--- src/rtl/segchk_pkg.sv ---
package segchk_pkg;
  typedef enum logic [1:0] {
    ACC_READ  = 2'd0,
    ACC_WRITE = 2'd1,
    ACC_FETCH = 2'd2,
    ACC_RSVD  = 2'd3
  } acc_kind_e;

  typedef enum logic [1:0] {
    FLT_NONE   = 2'd0,
    FLT_ABSENT = 2'd1,
    FLT_RANGE  = 2'd2,
    FLT_RIGHTS = 2'd3
  } flt_cause_e;

  // bit positions inside the type nibble
  localparam int TB_CODE = 3;
  localparam int TB_DIR  = 2;
  localparam int TB_PERM = 1;
  localparam int TB_ACC  = 0;
endpackage

--- src/rtl/segchk_limit.sv ---
module segchk_limit #(
  parameter int AW   = 32,
  parameter int LW   = 20,
  parameter int GSH  = 12,
  parameter int LENW = 3
) (
  input  logic [AW-1:0]   offset,
  input  logic [LENW-1:0] len,
  input  logic [LW-1:0]   limit,
  input  logic            gran,
  input  logic            expand_down,
  output logic            in_range
);
  localparam int EW = AW + 1;

  logic [AW-1:0]   scaled;
  logic [LENW-1:0] span;
  logic [EW-1:0]   last;

  always_comb begin
    if (gran) scaled = AW'({limit, {GSH{1'b1}}});
    else      scaled = AW'(limit);
    span = (len == '0) ? '0 : len - 1'b1;
    last = {1'b0, offset} + EW'(span);
    if (expand_down) in_range = (offset > scaled) && !last[AW];
    else             in_range = (last <= {1'b0, scaled});
  end
endmodule

--- src/rtl/segchk_rights.sv ---
module segchk_rights
  import segchk_pkg::*;
(
  input  acc_kind_e  kind,
  input  logic [3:0] tnib,
  output logic       denied
);
  always_comb begin
    unique case (kind)
      ACC_WRITE: denied = tnib[TB_CODE] | ~tnib[TB_PERM];
      ACC_FETCH: denied = ~tnib[TB_CODE];
      default:   denied = tnib[TB_CODE] & ~tnib[TB_PERM];
    endcase
  end
endmodule

--- src/rtl/seg_access_check.sv ---
module seg_access_check
  import segchk_pkg::*;
#(
  parameter int AW   = 32,
  parameter int LW   = 20,
  parameter int GSH  = 12,
  parameter int LENW = 3
) (
  input  logic            clk,
  input  logic            rst_n,
  input  logic            req_valid,
  input  logic [1:0]      req_kind,
  input  logic [LENW-1:0] req_len,
  input  logic [AW-1:0]   req_offset,
  input  logic [AW-1:0]   desc_base,
  input  logic [LW-1:0]   desc_limit,
  input  logic            desc_gran,
  input  logic            desc_present,
  input  logic [3:0]      desc_type,
  output logic            rsp_valid,
  output logic [AW-1:0]   rsp_lin,
  output logic            rsp_fault,
  output logic [1:0]      rsp_cause,
  output logic            acc_set
);
  acc_kind_e  kind;
  logic       in_range;
  logic       denied;
  logic       exdn;
  flt_cause_e cause_nx;
  logic [AW-1:0] lin_nx;
  logic       acc_nx;

  assign kind = acc_kind_e'(req_kind);
  assign exdn = ~desc_type[TB_CODE] & desc_type[TB_DIR];

  segchk_limit #(.AW(AW), .LW(LW), .GSH(GSH), .LENW(LENW)) u_lim (
    .offset      (req_offset),
    .len         (req_len),
    .limit       (desc_limit),
    .gran        (desc_gran),
    .expand_down (exdn),
    .in_range    (in_range)
  );

  segchk_rights u_rgt (
    .kind   (kind),
    .tnib   (desc_type),
    .denied (denied)
  );

  // next-state
  always_comb begin
    lin_nx = desc_base + req_offset;
    if (!req_valid)        cause_nx = FLT_NONE;
    else if (!desc_present) cause_nx = FLT_ABSENT;
    else if (denied)       cause_nx = FLT_RIGHTS;
    else if (!in_range)    cause_nx = FLT_RANGE;
    else                   cause_nx = FLT_NONE;
    acc_nx = req_valid && (cause_nx == FLT_NONE) && !desc_type[TB_ACC];
  end

  // registers
  always_ff @(posedge clk or negedge rst_n) begin
    if (!rst_n) begin
      rsp_valid <= 1'b0;
      rsp_fault <= 1'b0;
      rsp_cause <= 2'd0;
      acc_set   <= 1'b0;
    end else begin
      rsp_valid <= req_valid;
      rsp_fault <= (cause_nx != FLT_NONE);
      rsp_cause <= cause_nx;
      acc_set   <= acc_nx;
    end
  end

  always_ff @(posedge clk or negedge rst_n) begin
    if (!rst_n)         rsp_lin <= '0;
    else if (req_valid) rsp_lin <= lin_nx;
  end
endmodule

--- config.mk ---
export PLATFORM = sky130hd
export DESIGN_NAME = seg_access_check
export DESIGN_NICKNAME = d
export VERILOG_FILES = /design/src/rtl/segchk_pkg.sv /design/src/rtl/segchk_limit.sv /design/src/rtl/segchk_rights.sv /design/src/rtl/seg_access_check.sv
export SDC_FILE = /design/constraint.sdc
export NUM_CORES = 1
export LEC_CHECK = 0
export ABC_AREA = 1
export CORE_MARGIN = 3
export CORE_UTILIZATION = 47
export CTS_CLUSTER_DIAMETER = 150
export DETAILED_ROUTE_END_ITERATION = 12
export PLACE_DENSITY = 0.88
export SYNTH_ARGS = -nofsm -noshare
export SYNTH_HDL_FRONTEND = slang
export SYNTH_SLANG_ARGS = --single-unit
--- constraint.sdc ---
create_clock -name clk -period 0.8 [get_ports clk]
set_input_delay 0.12 -clock clk [delete_from_list [all_inputs] [get_ports clk]]
set_output_delay 0.12 -clock clk [all_outputs]
set_load 0.02 [all_outputs]
==> flow_summary.yaml, run 1 <==
synth:
  syn_inst: 876
  synth-edff-count: 0
  ys_seq_elements: 37
  yosysWarnings: 0
  synth_nets: 1076
  synth.avg_cell_area_um2: 6.62
  netlist_area_mm2: 0.00580
  yosysUniqueCellTypes: 43
  ys.flop_type: "dfrtp_1"
  yosysSeqAreaShare: 0.160
  async_flop_share: 1.00
place:
  hpwl_um: 19500
  gp_congestion: 1.13
  place_area_mm2: 0.00958
  port_buffers: 134
grt:
  grt_pass1_wl_um: 72000
  grt_max_degree: 38
  grt_pass1_vias: 12000
  grt.total_usage: 0.694
  grt-ovfl-total: 50
run_status:
  error: "[ERROR GRT-0116] Global routing finished with congestion. Check the congestion regions in the DRC Viewer."
  status: "did not finish"
  lastStage: "global routing"
clock_network:
  clockBufferDepth: 2
  cts_buffers: 5
  h-tree-depth: 2
  cts_sinks: 37
  cts_root_buf: "clkbuf_16"
floorplan:
  die_x_um: 117
  start_util: 0.493
  rows: 39
  pin_count: 135
  die_y_um: 117
==> cell usage after synthesis, drive strengths merged (2+ instances only) <==
cell type  count  area share
o21bai         7      0.0097
nand3         43       0.039
clkbuf         9      0.0058
a21boi         4      0.0052
xnor2         18       0.027
o21a           3      0.0039
mux2i          8       0.014
a31oi          8      0.0086
inv          104       0.067
a21o           5      0.0065
nand3b         6      0.0078
a21oi         65       0.056
fa             2      0.0069
nor4           3      0.0032
ha           100        0.22
nand4         20       0.024
xor2          25       0.038
o21ai         45       0.039
dfrtp         37        0.16
nor2          90       0.065
nand2        236        0.15
nor3          20       0.019
or2            8      0.0086
==> repair_timing <==
| item | CTS |
|---|---|
| gates resized for setup | 649 |
| hold buffers | 1 |
| gates cloned | 1 |
| setup endpoints to repair | 73 |
| setup buffers | 76 |
| pin swaps | 145 |
| endpoints found under the hold margin | 37 |
==> kinds of logic after synthesis <==
family,Yosys count,share of synthesized area
and+or+nand+nor,427,0.326
DFF,37,0.160
buffers and inverters,115,0.0744
adders and majority gates,102,0.223
muxes,8,0.0138
AOI/OAI and AO/OA,144,0.139
xor gates and xnor gates,43,0.0649
==> stage by stage <==
stage / worst slack [ps] / hold slack [ps] / std cells / util
2_1_floorplan: -2080 / -176 / 876 / -
3_3_place_gp: -2870 / 89.5 / 1399 / 0.814
4_1_cts: -2320 / 255 / 1480 / 0.969
3_5_place_dp: -3170 / 93.5 / 1399 / 0.814
==> metal layers <==
layer  GRT usage  GRT overflow
met2       0.892            24
met3       0.524             1
met5      0.0704             0
met4       0.701            25
met1       0.684             0
==> run 2, diff against run 1 <==
Settings changed: CORE_UTILIZATION 47 to 40, CTS_CLUSTER_DIAMETER 150 to not set, PLACE_DENSITY 0.88 to not set, PLACE_DENSITY_LB_ADDON set to 0.15.
Clock period 0.8 ns to 1.05 ns, I/O delays scaled along.
==> run 2 against run 1 <==
Net effect:
- area after synthesis unchanged
- synthesized cell count unchanged
- the flow now finishes, with violations (setup timing)
==> flow_summary.yaml, run 2 <==
run_status:
  status: "finished, violations left"
  violations: "setup timing"
grt:
  grt_max_degree: 38
  antenna_found_initial: 0
  grt_pass1_vias: 7881
  grt.total_usage: 0.297
  grt_pass1_wl_um: 38400
  grt-ovfl-total: 0
detailed_routing:
  via_per_inst: 5.64
  vias: 8492
  firstDrtPassIters: 8
  drtIter0Drc: 698
  drc: 0
  wl_per_cell_um: 20.4
  finalWirelength_um: 30600
  antenna_left: 0
place:
  dpl.cell_count: 1421
  gp_congestion: 0.930
  hpwl_um: 17800
  port_buffers: 134
worst_setup_path:
  critPathRequiredTime_ps: 1280
  critPathKind: "input port to flop"
  cp_max_fo: 4
  cp-start-kind: "input port"
  critPathArrivalTime_ps: 3360
  cp-end-kind: "flop"
floorplan:
  die_area_mm2: 0.0160
  rows: 43
  start_util: 0.413
  core_area_mm2: 0.0140
  die_y_um: 126
  pin_count: 135
  die_x_um: 126
synth:
  yosysSeqAreaShare: 0.160
  synth_top_cell_by_area: "ha_1"
  ys.flop_type: "dfrtp_1"
  synth-edff-count: 0
  synth_top_area_frac: 0.216
  ys_seq_elements: 37
  synth_common_cells: "nand2_1, inv_1, ha_1"
  async_flop_share: 1.00
  synth.avg_cell_area_um2: 6.62
  syn_inst: 876
  yosysWarnings: 0
  synth_nets: 1076
  netlist_area_mm2: 0.00580
  yosysUniqueCellTypes: 43
  synth.most_common_cell: "nand2_1"
  synth_area_leaders: "ha_1, dfrtp_1, nand2_1"
sta:
  fin_crit_sh: 2.98
  skew_ps: 0
  max_slew_margin: 0.700
  timing.final.max_slew_violations: 0
  setup_ws_ps: -2080
  rsz0062_at_grt: "true"
  hold_violations: 0
  worstMarginPinSlew_ps: 438
  fmax_mhz: 320
  finalSetupViolCount: 34
  min_period_ps: 3130
cells_and_area:
  antenna_cells: 0
  instances_no_fill: 1505
  finish.utilization: 0.841
  most-common-layout-cells: "buf_4, nand2_1, buf_6"
  areaGrowthSynthToFinish_pct: 104
  final_common_cell: "buf_4"
  layout-drive-gt1-share: 0.509
  largest_register: "rsp_lin"
  reg_top3: "rsp_lin (32), rsp_cause (2)"
  largest_register_ffs: 32
  fin_nets: 1524
pwr:
  powerDensity_mw_per_mm2: 848
  p_leak_nw: 5.73
  ir_drop_mv: 0.786
clock_network:
  cts_tree: "done"
  h-tree-depth: 2
  cts_buffers: 5
  cts_root_buf: "clkbuf_16"
  cts_sinks: 37
  clk_latency_ps: 280
  clockBufferDepth: 2
  clkTransAtPathRegs_ps: 60
hold_path:
  hp-class: "input port to flop"
job:
  maxCapViolations: 0
run 2: cell type report:
class	count	area [µm²]
fillers	760	2230
repair buffers	451	3880
clock inverters	2	10.0
multi-input cells	724	6220
clock buffers	6	129
well taps	180	225
inverters	105	424
flip-flops and latches	37	926
run 2: worst max-delay path: stages:
cell and delay [ps]:
buf_8 100, nor2_4 150, nor2_4 60, ha_4 290, nand3_2 70, nand2_2 80
nand2_2 60, nor2_4 110, nand2_2 80, nor2_4 140, nand4_1 200, nor2_4 200
nand3_2 90, xor2_1 150, inv_1 70, ha_1 270, nand2_1 80, inv_2 60
nand4_1 120, nor2_2 170, nand3_1 80, nand3_1 90, nand2_1 60, nand2_2 130
nand2_2 90, buf_4 140, inv_2 40
run 2: final timing paths:
path	endpoint	from	slack [ps]	cells after the start
setup / recovery	rsp_cause[1]	req_len[0]	-2080	27
hold / removal	rsp_lin[0]	desc_base[0]	320	4
setup reg to reg	rsp_lin[17]	rsp_lin[17]	240	3
hold reg to reg	rsp_lin[23]	rsp_lin[23]	490	2
max in group asynchronous	rsp_lin[25]	rst_n	490	3
min in group asynchronous	rsp_lin[5]	rst_n	370	3
run 2: repair_timing:
item | CTS | global route
pin swaps | 160 | 127
hold buffers | 1 | 0
hold endpoints to repair | 37 | 0
resized for setup | 575 | 175
gates cloned | 0 | 0
setup endpoints to repair | 72 | 38
buffers inserted | 59 | 26
run 2: through the flow:
| stage | area [µm²] | total power [mW] | setup TNS, ps | worst slack, ps | hold WS (ps) |
|---|---|---|---|---|---|
| 3_5_place_dp | 9650 | 6.73 | -49210 | -2870 | 133 |
| 3_3_place_gp | 9650 | 6.66 | -47780 | -2690 | 128 |
| 4_1_cts | 11000 | 8.81 | -21240 | -1990 | 376 |
| 5_1_grt | 11800 | 10.4 | -28330 | -2280 | 328 |
| 2_1_floorplan | 6240 | 4.12 | -14780 | -1860 | -138 |
| 6_report | 11800 | 10.0 | -26370 | -2080 | 318 |
run 2: cells by family after synthesis:
group | synth area share
flops | 0.160
xor+xnor | 0.0649
fa+ha+maj | 0.223
compound gates | 0.139
mux | 0.0138
simple gates | 0.326
buf+inv | 0.0744
run 2: power by group:
group / switching, mW / total [mW] / internal [mW]
Clock: 0.587 / 1.46 / 0.872
Sequential: 0.138 / 1.80 / 1.66
Combinational: 3.57 / 6.76 / 3.19
run 2: metal layers:
| layer | track usage | wire length, µm | vias to the layer above |
|---|---|---|---|
| li1 | - | - | 3842 |
| met1 | 0.354 | 11400 | 3961 |
| met3 | 0.0156 | 2120 | 186 |
| met2 | 0.546 | 14700 | 503 |
| met5 | 0 | 0 | - |
| met4 | 0.132 | 2410 | 0 |
(Power assumes the default switching activity.)
==> run 3, diff against run 2 <==
Settings changed: ABC_CLOCK_PERIOD_IN_PS set to 1050, SYNTH_HIERARCHICAL set to 1.
==> run 3 against run 2 <==
Net effect:
- final area decreased by 1.2%
- flip-flop and latch count stayed put
- first-iteration DRC count fell by 40%
- highest routed layer unchanged
- critical path type unchanged
- via count shrank 1.3%
- area after synthesis up 11%
- synthesized cell count increased by 22%
- hold slack better by 54 ps
- total power shrank 6.4%
- the run still ends with setup timing left
- cell count increased by 10%
- clock power barely moved
- register-to-register slack better by 70 ps
- die area up 10%
==> flow_summary.yaml, run 3 <==
worst_setup_path:
  cp-end-kind: "flop"
  cp_common_cell: "nand2_1"
  cp-start-kind: "input port"
  critPathArrivalTime_ps: 3200
  r2r_start: "rsp_lin[16]"
  timing.rr.end: "rsp_lin[16]"
  cp_max_fo: 3
  slowest_stage: "ha_4"
  worstRegToRegCells: 3
  critPathMaxStageDelay_ps: 280
  critPathRequiredTime_ps: 1250
  critPathKind: "input port to flop"
  reg2reg_slack_ps: 310
cells_and_area:
  reg_top3: "rsp_lin (32), rsp_cause (2)"
  layout-drive-gt1-share: 0.455
  final_common_cell: "nand2_1"
  instances_no_fill: 1661
  antenna_cells: 0
  largest_register_ffs: 32
  finish.utilization: 0.757
  fin_nets: 1650
  most-common-layout-cells: "nand2_1, buf_4, inv_1"
  largest_register: "rsp_lin"
  fin_area_mm2: 0.0117
  areaGrowthSynthToFinish_pct: 81.9
clock_network:
  cts_root_buf: "clkbuf_16"
  h-tree-depth: 2
  cts_buffers: 5
  cts_sinks: 37
  clkTransAtPathRegs_ps: 50
  clockBufferDepth: 2
  cts_tree: "done"
  clk_latency_ps: 280
sta:
  timing.final.max_slew_violations: 0
  rsz0062_at_grt: "true"
  setup_ws_ps: -1960
  fmax_mhz: 333
  finalSetupViolCount: 34
  max_slew_margin: 0.754
  skew_ps: 0
  fin_crit_sh: 2.86
  min_period_ps: 3010
  hold_violations: 0
  worstMarginPinSlew_ps: 359
place:
  hpwl_um: 19200
  gp_congestion: 0.981
  port_buffers: 134
  dpl.cell_count: 1595
  place_area_mm2: 0.0100
synth:
  yosysSeqAreaShare: 0.144
  synth-compound-area-share: 0.0671
  synth-edff-count: 0
  synth_top_area_frac: 0.237
  yosysWarnings: 6
  synth.most_common_cell: "nand2_1"
  synth_top_family_by_area: "simple AND/OR/NAND/NOR gates"
  yosysUniqueCellTypes: 37
  async_flop_share: 1.00
  synth.avg_cell_area_um2: 6.00
  synth_xor_area_frac: 0.0587
  synth_top_cell_by_area: "nand2_1"
  ys_seq_elements: 37
  yosys.area_share.simple: 0.413
  yosys.area_share.adder: 0.201
  syn_inst: 1069
  muxShareOfSynthArea: 0.0125
  synth_nets: 1269
  synth_area_leaders: "nand2_1, ha_1, dfrtp_1"
  netlist_area_mm2: 0.00642
  ys.flop_type: "dfrtp_1"
  synth_common_cells: "nand2_1, inv_1, ha_1"
detailed_routing:
  drtIter0Drc: 421
  vias: 8381
  finalWirelength_um: 26400
  wl_per_cell_um: 15.9
  firstDrtPassIters: 7
  via_per_inst: 5.05
  drc: 0
  antenna_left: 0
run_status:
  violations: "setup timing"
  status: "finished, violations left"
job:
  maxCapViolations: 0
floorplan:
  die_x_um: 133
  pin_count: 135
  rows: 45
  start_util: 0.416
  die_area_mm2: 0.0176
  die_y_um: 133
  core_area_mm2: 0.0154
pwr:
  p_sw_frac: 0.418
  p_leak_nw: 6.20
  combPwrFrac: 0.657
  seq_power_share: 0.189
  ir_drop_mv: 0.777
  p_switching_mw: 3.92
  powerDensity_mw_per_mm2: 803
  pwr-share-clk: 0.154
  p_int_mw: 5.45
grt:
  grt.total_usage: 0.263
  grt_max_degree: 38
  grt_pass1_wl_um: 38000
  antenna_found_initial: 0
  grt_pass1_vias: 7948
  grt-ovfl-total: 0
hold_path:
  hp-class: "input port to asynchronous set/reset pin"
run 3: changes by cell type in the layout (fill, tap and decap cells not counted), moves of 9 or more:
cell | before | now
nand3_1 | 19 | 32
xnor2_2 | 4 | 13
buf_6 | 97 | 58
inv_1 | 80 | 134
nand2_2 | 33 | 92
nand2_4 | 17 | 42
buf_4 | 226 | 198
a21oi_4 | 17 | 4
o21ai_2 | 10 | 0
inv_2 | 17 | 26
nand2_1 | 182 | 284
run 3: logic make-up (layout without fill, tap and decap cells):
kind of cell / count (synthesis) / count (layout)
AOI/OAI and AO/OA: 80 / 80
xor gates and xnor gates: 43 / 43
adders and majority gates: 102 / 102
buffers and inverters: 176 / 557
DFF: 37 / 37
muxes: 8 / 8
and+or+nand+nor: 623 / 623
run 3: worst max-delay path by stage:
stage / endpoint / from
floorplan: acc_set / req_len[0]
global placement: acc_set / req_len[0]
detailed placement: acc_set / req_len[0]
CTS: acc_set / req_len[1]
global route: rsp_cause[1] / req_len[0]
finish: rsp_cause[1] / req_len[0]
run 3: per-layer routing:
metal  track usage  vias up  wire [µm]  part of all wire
met1         0.331     3826      10800              0.41
li1              -     4149          -                 -
met5             0        -          0                 0
met4         0.101        0       1080             0.041
met2         0.474      320      13300              0.50
met3        0.0133       86       1240             0.047
run 3: timing repair:
item | in CTS | in global routing
hold endpoints to repair | 37 | 0
resized for setup | 471 | 198
setup buffers | 32 | 32
endpoints found under the setup margin | 72 | 37
hold buffers | 1 | 0
pin swaps | 131 | 172
run 3: per-stage QoR:
stage,hold slack [ps],setup slack [ps],setup TNS [ps],power [mW]
CTS,305,-1910,-17490,8.65
global placement,130,-2620,-40960,6.80
global route,404,-2240,-25780,9.94
finish,372,-1960,-23200,9.37
detailed placement,132,-2720,-41910,6.87
floorplan,-138,-1790,-10510,4.39
run 3: worst max-delay path, delay by kind of cell:
family                   cells  cell delay (ps)
adder cells (fa/ha/maj)      2              540
AO/OA/AOI/OAI                1              130
AND/OR/NAND/NOR             22             1990
buffers and inverters        4              370
run 3: area by class of cell:
class                           count  area [µm²]
Timing Repair Buffer              385        3190
Fill cell                        1151        3750
Inverter                          165         632
Clock buffer                        7         143
Sequential cell                    37         926
Tap cell                          211         264
Multi-Input combinational cell    856        6520
run 3: power groups by stage:
stage                     logic (mW)  registers, mW  clock network (mW)
after floorplan                 2.30           2.09                   0
after global placement          5.00           1.80                   0
after detailed placement        5.07           1.81                   0
after CTS                       5.40           1.78                1.47
after global routing            6.63           1.81                1.50
final                           6.16           1.78                1.44
